$ cat src/rtl/iq_word_demux_pkg.sv
package iq_word_demux_pkg;

    // channel tag carried with each captured word
    typedef enum logic {
        SLOT_A = 1'b0,
        SLOT_B = 1'b1
    } slot_e;

endpackage

$ cat src/rtl/iqd_phase.sv
// Divide-by-two phase: names the channel of the word on the bus this edge.
module iqd_phase
    import iq_word_demux_pkg::*;
(
    input  logic  clk,
    input  logic  rst,
    output slot_e slot
);

    typedef struct packed {
        slot_e slot;
    } state_t;

    state_t st_d, st_q;

    always_comb begin
        st_d = st_q;
        if (rst) begin
            st_d.slot = SLOT_A;
        end else begin
            st_d.slot = (st_q.slot == SLOT_A) ? SLOT_B : SLOT_A;
        end
    end

    always_ff @(posedge clk) begin
        st_q <= st_d;
    end

    assign slot = st_q.slot;

endmodule

$ cat src/rtl/iqd_pair.sv
// Capture register followed by the pairing stage (A staged until B arrives).
module iqd_pair
    import iq_word_demux_pkg::*;
#(
    parameter int unsigned WORD_W = 14
) (
    input  logic              clk,
    input  logic              rst,
    input  logic [WORD_W-1:0] din,
    input  slot_e             slot,
    output logic              pair_vld,
    output logic [WORD_W-1:0] pair_a,
    output logic [WORD_W-1:0] pair_b
);

    typedef struct packed {
        logic [WORD_W-1:0] cap_word;
        logic              cap_vld;
        slot_e             cap_slot;
        logic [WORD_W-1:0] stage_a;
        logic              stage_ok;
        logic              pair_vld;
        logic [WORD_W-1:0] pair_a;
        logic [WORD_W-1:0] pair_b;
    } state_t;

    state_t st_d, st_q;

    always_comb begin
        st_d          = st_q;
        st_d.pair_vld = 1'b0;
        // first stage: sample the bus with its channel tag
        st_d.cap_word = din;
        st_d.cap_slot = slot;
        st_d.cap_vld  = 1'b1;
        // second stage: stage A, release the pair when B follows
        if (st_q.cap_vld) begin
            if (st_q.cap_slot == SLOT_A) begin
                st_d.stage_a  = st_q.cap_word;
                st_d.stage_ok = 1'b1;
            end else if (st_q.stage_ok) begin
                st_d.pair_vld = 1'b1;
                st_d.pair_a   = st_q.stage_a;
                st_d.pair_b   = st_q.cap_word;
                st_d.stage_ok = 1'b0;
            end
        end
        if (rst) begin
            st_d.cap_vld  = 1'b0;
            st_d.stage_ok = 1'b0;
            st_d.pair_vld = 1'b0;
            st_d.cap_word = '0;
            st_d.stage_a  = '0;
            st_d.pair_a   = '0;
            st_d.pair_b   = '0;
        end
    end

    always_ff @(posedge clk) begin
        st_q <= st_d;
    end

    assign pair_vld = st_q.pair_vld;
    assign pair_a   = st_q.pair_a;
    assign pair_b   = st_q.pair_b;

endmodule

$ cat src/rtl/iqd_delay.sv
// Fixed-depth delay line for a formed pair.
module iqd_delay #(
    parameter int unsigned WORD_W = 14,
    parameter int unsigned DEPTH  = 2
) (
    input  logic              clk,
    input  logic              rst,
    input  logic              in_vld,
    input  logic [WORD_W-1:0] in_a,
    input  logic [WORD_W-1:0] in_b,
    output logic              out_vld,
    output logic [WORD_W-1:0] out_a,
    output logic [WORD_W-1:0] out_b
);

    typedef struct packed {
        logic              vld;
        logic [WORD_W-1:0] a;
        logic [WORD_W-1:0] b;
    } slot_t;

    generate
        if (DEPTH == 0) begin : g_pass
            assign out_vld = in_vld;
            assign out_a   = in_a;
            assign out_b   = in_b;
        end else begin : g_line
            slot_t [DEPTH-1:0] line_d, line_q;

            always_comb begin
                line_d[0].vld = in_vld;
                line_d[0].a   = in_a;
                line_d[0].b   = in_b;
                for (int i = 1; i < int'(DEPTH); i++) begin
                    line_d[i] = line_q[i-1];
                end
                if (rst) begin
                    line_d = '0;
                end
            end

            always_ff @(posedge clk) begin
                line_q <= line_d;
            end

            assign out_vld = line_q[DEPTH-1].vld;
            assign out_a   = line_q[DEPTH-1].a;
            assign out_b   = line_q[DEPTH-1].b;
        end
    endgenerate

endmodule

$ cat src/rtl/iq_word_demux.sv
module iq_word_demux
    import iq_word_demux_pkg::*;
#(
    parameter int unsigned WORD_W  = 14,
    parameter int unsigned LATENCY = 4
) (
    input  logic              clk,
    input  logic              rst,
    input  logic [WORD_W-1:0] din,
    output logic [WORD_W-1:0] ch_a,
    output logic [WORD_W-1:0] ch_b,
    output logic              pair_stb
);

    // capture + pairing + output register account for two of the cycles
    localparam int unsigned DLY_DEPTH = (LATENCY >= 2) ? LATENCY - 2 : 0;

    slot_e             slot;
    logic              pr_vld;
    logic [WORD_W-1:0] pr_a;
    logic [WORD_W-1:0] pr_b;
    logic              dl_vld;
    logic [WORD_W-1:0] dl_a;
    logic [WORD_W-1:0] dl_b;

    iqd_phase u_phase (
        .clk  (clk),
        .rst  (rst),
        .slot (slot)
    );

    iqd_pair #(
        .WORD_W (WORD_W)
    ) u_pair (
        .clk      (clk),
        .rst      (rst),
        .din      (din),
        .slot     (slot),
        .pair_vld (pr_vld),
        .pair_a   (pr_a),
        .pair_b   (pr_b)
    );

    iqd_delay #(
        .WORD_W (WORD_W),
        .DEPTH  (DLY_DEPTH)
    ) u_delay (
        .clk     (clk),
        .rst     (rst),
        .in_vld  (pr_vld),
        .in_a    (pr_a),
        .in_b    (pr_b),
        .out_vld (dl_vld),
        .out_a   (dl_a),
        .out_b   (dl_b)
    );

    typedef struct packed {
        logic [WORD_W-1:0] a;
        logic [WORD_W-1:0] b;
        logic              stb;
    } out_t;

    out_t out_d, out_q;

    always_comb begin
        out_d     = out_q;
        out_d.stb = dl_vld;
        if (dl_vld) begin
            out_d.a = dl_a;
            out_d.b = dl_b;
        end
        if (rst) begin
            out_d = '0;
        end
    end

    always_ff @(posedge clk) begin
        out_q <= out_d;
    end

    assign ch_a     = out_q.a;
    assign ch_b     = out_q.b;
    assign pair_stb = out_q.stb;

endmodule

$ cat config.mk
export PLATFORM = sky130hd
export DESIGN_NAME = iq_word_demux
export DESIGN_NICKNAME = d
export VERILOG_FILES = /design/src/rtl/iq_word_demux_pkg.sv /design/src/rtl/iqd_phase.sv /design/src/rtl/iqd_pair.sv /design/src/rtl/iqd_delay.sv /design/src/rtl/iq_word_demux.sv
export SDC_FILE = /design/constraint.sdc
export NUM_CORES = 1
export LEC_CHECK = 0
export BUFFER_PORTS_ARGS = -buffer_cell sky130_fd_sc_hd__buf_2
export CAP_MARGIN = 30
export CORE_AREA = 5 5 87 121
export CTS_CLUSTER_DIAMETER = 100
export DETAILED_ROUTE_END_ITERATION = 12
export DIE_AREA = 0 0 92 126
export PLACE_DENSITY = 0.76
export SYNTH_ARGS = -nofsm -noshare
export SYNTH_HDL_FRONTEND = slang
export SYNTH_SLANG_ARGS = --single-unit
$ cat constraint.sdc
create_clock -name clk -period 1.3 [get_ports clk]
set_input_delay 0.065 -clock clk [delete_from_list [all_inputs] [get_ports clk]]
set_output_delay 0.065 -clock clk [all_outputs]
set_load 0.005 [all_outputs]
# Word level (Yosys, flattened, before mapping)
# Index checks and enable logic that the tools add are counted.
totals:
  ff_bits: 148
  input_bits: 16
  output_inout_bits: 29
  wordCells: 27
op_classes:
  mux: 4
  bitwise: 2
  n_reduce_logical: 3
ops:
  columns: ["cell", "n"]
  rows:
  - ["$mux W29", 1]
  - ["$mux W1", 3]
  - ["$reduce_and A3 Y1", 1]
  - ["$reduce_or A3 Y1", 1]
  - ["$not A1 Y1", 2]
  - ["$reduce_and A2 Y1", 1]

# Depth between registers and ports, before layout
logic_depth:
  word_depth: 2
  mapped_depth: 5
  ltp_nobuf: 3

# Hierarchy
# From an unflattened synthesis, not the netlist that was laid out.
hier_totals:
  cells_unflattened: 494
  area_unflattened_um2: 4972.3
by_module_without_submodules:
  columns: ["module", "n_inst", "cells_each", "area_each_um2", "seq_area_each_um2"]
  rows:
  - ["iqd_pair", 1, 250, 2149.6, 1201.2]
  - ["iqd_delay", 1, 150, 1779.2, 1161.1]
  - ["iq_word_demux", 1, 92, 1019.7, 580.6]
  - ["iqd_phase", 1, 2, 23.8, 20.0]

# Worst setup path after synthesis
# No wires, ideal clock.
synth_path:
  path_type: "reg2reg"
  from: "register u_delay.g_line.line_q, in the netlist u_delay.out_vld"
  to: "register out_q, in the netlist ch_a[0]"
  setup_time_ps: 117
  arrival_time_ps: 915
  required_time_ps: 1183
  setup_slack_ps: 268
  path_stages_with_launch: 5
  path_buffers: 2
  period_less_slack_ps: 1032
  path_cell_list: "dfxtp_1 > buf_4 > buf_4 > mux2i_1 > nor2_1"
synth_rtl:
  columns: ["item", "line", "text"]
  rows:
  - ["from (decl)", "iqd_delay.sv:28", "slot_t [DEPTH-1:0] line_d, line_q;"]
  - ["from (signal assigned)", "iqd_delay.sv:43", "line_q <= line_d;"]
  - ["to (signal assigned)", "iq_word_demux.sv:79", "out_q <= out_d;"]
  - ["to (decl)", "iq_word_demux.sv:64", "out_t out_d, out_q;"]

# Final worst setup path
layout_path:
  from: "register u_pair.st_q[45] (netlist bit)"
  to: "register u_pair.st_q[32] (netlist bit)"
layout_via:
  elab_chain_len: 1
layout_rtl:
  columns: ["item", "line", "text"]
  rows:
  - ["from (decl)", "iqd_pair.sv:27", "state_t st_d, st_q;"]
  - ["from (signal assigned)", "iqd_pair.sv:60", "st_q <= st_d;"]
  - ["$reduce_and A2 Y1 (no source line)", null, null]
# Every way passes these cells.
# A chain may end at the register's enable or synchronous reset.

==> results.py <==
metrics = {
    "finish": {
        "antenna_cells": 0,
        "layout_common_cells": "dfxtp_1, nand2_1, nor2b_1, a21oi_1, buf_2",
        "nFillCells": 756,
        "final_nets": 514,
        "layout-drive-gt1-share": 0.166,
        "final_common_cell": "dfxtp_1",
        "area_delta_synth_final_pct": 26.3,
        "fin_cells": 621,
    },
    "sta": {
        "final_hold_viol_count": 0,
        "finalMaxSlewViolations": 0,
        "setup_viol": 0,
        "fin_crit_sh": 0.863,
        "slew_headroom": 0.716,
        "fin_skew_ns": 0.00578,
        "clock.fmax_mhz": 891,
        "fin_setup_tns_ns": 0,
        "tightest_slew_ns": 0.426,
        "fin_crit_ns": 1.12,
        "hold_ws_ns": 0.0526,
        "grt_setup_unrepaired": "false",
    },
    "yosys": {
        "synthAdderAreaFrac": 0,
        "synth_top_family_by_area": "simple AND/OR/NAND/NOR gates",
        "syn_inst": 439,
        "post_synth.cell_area_avg_um2": 10.3,
        "synth_nets": 455,
        "synth_compound_area_frac": 0.0476,
        "ys_ff_latch": 148,
        "synthSimpleGateAreaFrac": 0.203,
        "ys_warn_count": 0,
        "yosysSeqAreaShare": 0.655,
        "synth_mux_area_frac": 0.0620,
        "ys_types": 16,
        "mappedNetlistArea_um2": 4520,
        "synth_xor_area_frac": 0,
    },
    "placement": {
        "io_buffer_count": 44,
        "placedCellCount": 575,
        "dp.final_hpwl_um": 4670,
        "place_congestion": 0.811,
    },
    "floorplan": {
        "initial_core_util": 0.483,
        "die_area_um2": 11600,
        "ios": 45,
        "die_y_um": 126,
        "die_x_um": 92,
        "core-area_um2": 9350,
        "rows": 42,
    },
    "detailed_routing": {
        "drtIter0Drc": 151,
        "viasPerCell": 4.63,
        "wl_per_cell_um": 12.0,
        "vias": 2877,
        "finalWirelength_um": 7440,
        "firstDrtPassIters": 4,
        "route.detailed.drc": 0,
        "ant_nets": 0,
    },
    "power": {
        "power.leakage_nw": 2.25,
        "peakVddDrop_uv": 1060,
        "p_per_area_nw_per_um2": 1820,
        "p_total_mw": 10.4,
    },
    "setup_path": {
        "cp.arrival_ns": 1.46,
        "critPathRequiredTime_ns": 1.64,
        "timing_worst_setup_path_type": "flop to flop",
        "cp-start-kind": "flop",
        "end_kind": "flop",
        "crit_fanout": 14,
    },
    "clocking": {
        "clock_latency_ns": 0.41,
        "clock_path_buffers": 2,
        "clk_pin_slew_ns": 0.06,
        "cts_resized": 0,
        "cts_setup_buffers": 0,
        "cts_num_sinks": 148,
        "htree_levels": 4,
        "tritoncts": "built",
        "root_buffer": "clkbuf_16",
        "cts_buffers": 17,
        "cts_hold_buf": 14,
    },
    "global_routing": {
        "grtUsageTotal": 0.140,
        "grt_overflow_total": 0,
        "grt_max_degree": 35,
        "antenna_found_initial": 0,
        "grt_pass1_vias": 2819,
        "grt_pass1_wl_um": 12700,
    },
    "min_path": {
        "hold_path_class": "input pin to flop",
    },
    "run": {
        "maxCapViolCount": 0,
    },
    "run_status": {
        "status": "completed",
    },
}
==> cells in the mapped netlist <==
| library cell | count | area share |
|---|---|---|
| nand2_1 | 84 | 0.070 |
| nand3_1 | 1 | 0.0011 |
| inv_1 | 1 | 0.00083 |
| buf_2 | 9 | 0.010 |
| dfxtp_1 | 148 | 0.66 |
| nor2b_1 | 73 | 0.10 |
| nand2b_1 | 2 | 0.0028 |
| buf_4 | 4 | 0.0066 |
| buf_6 | 2 | 0.0050 |
| clkbuf_1 | 10 | 0.0083 |
| and3_1 | 1 | 0.0014 |
| buf_1 | 2 | 0.0017 |
| nor2_1 | 30 | 0.025 |
| and2b_1 | 1 | 0.0017 |
| mux2i_1 | 28 | 0.062 |
| a21oi_1 | 43 | 0.048 |
==> state kept, by name, indices dropped and copies added, names as in the netlist <==
register	cells
u_pair.st_q	31
u_delay.g_line.line_q	29
ch_a	14
ch_b	14
u_delay.out_a	14
u_delay.out_b	14
u_pair.pair_a	14
u_pair.pair_b	14
pair_stb	1
u_delay.out_vld	1
u_pair.pair_vld	1
u_phase.slot	1
==> where the power goes <==
group / internal (mW) / switching, mW / leakage, nW
Clock: 3.76 / 1.76 / 0.337
Sequential: 4.60 / 0.0380 / 1.20
Combinational: 0.109 / 0.128 / 0.711
Total: 8.46 / 1.93 / 2.25
==> worst max-delay path, stage by stage, from the launching register on <==
cell     delay [ns]
dfxtp_1        0.38
and2b_1        0.41
nand2_1        0.12
a21oi_1        0.14
==> routing by layer <==
layer / share of wire / wire (um) / GRT usage
met3: 0.035 / 258 / 0.0495
met5: 0 / 0 / 0
met4: 0.030 / 225 / 0.0831
met1: 0.42 / 3120 / 0.150
met2: 0.52 / 3840 / 0.235
==> through the flow <==
stage	utilization	worst slack, ns	instance area, um^2
finish	0.611	0.178	5710
global placement	0.522	0.248	4880
detailed placement	0.522	0.215	4880
global route	0.611	0.0477	5710
CTS	0.611	0.171	5710
floorplan	-	0.268	4520
==> cell type report <==
class	count	area, um^2	share of cell area
Clock buffer	20	467	0.0817
Clock inverter	12	224	0.0392
Inverter	1	3.75	0.000657
Multi-Input combinational cell	263	1410	0.247
Sequential cell	148	2960	0.519
Tap cell	110	138	0.0241
Timing Repair Buffer	67	505	0.0885
==> cells by family (layout without fill, tap and decap cells) <==
logic type	count (synthesis)	in the layout
AOI/OAI and AO/OA	43	43
buffers and inverters	28	100
DFF	148	148
muxes	28	28
and+or+nand+nor	192	192
==> final timing paths <==
| kind | end | start | slack (ns) | depth (start not counted) |
|---|---|---|---|---|
| hold / removal | u_delay.out_a[3]$_SDFF_PP0_ | rst | 0.05 | 2 |
| setup reg to reg | u_pair.st_q[32]$_SDFFE_PP0P_ | u_pair.st_q[45]$_DFF_P_ | 0.18 | 3 |
| hold reg to reg | u_pair.st_q[44]$_DFF_P_ | u_phase.slot$_SDFF_PP0_ | 0.35 | 0 |
| setup / recovery | u_pair.st_q[32]$_SDFFE_PP0P_ | u_pair.st_q[45]$_DFF_P_ | 0.18 | 3 |
Note: power is estimated with default switching activity, not from simulation.
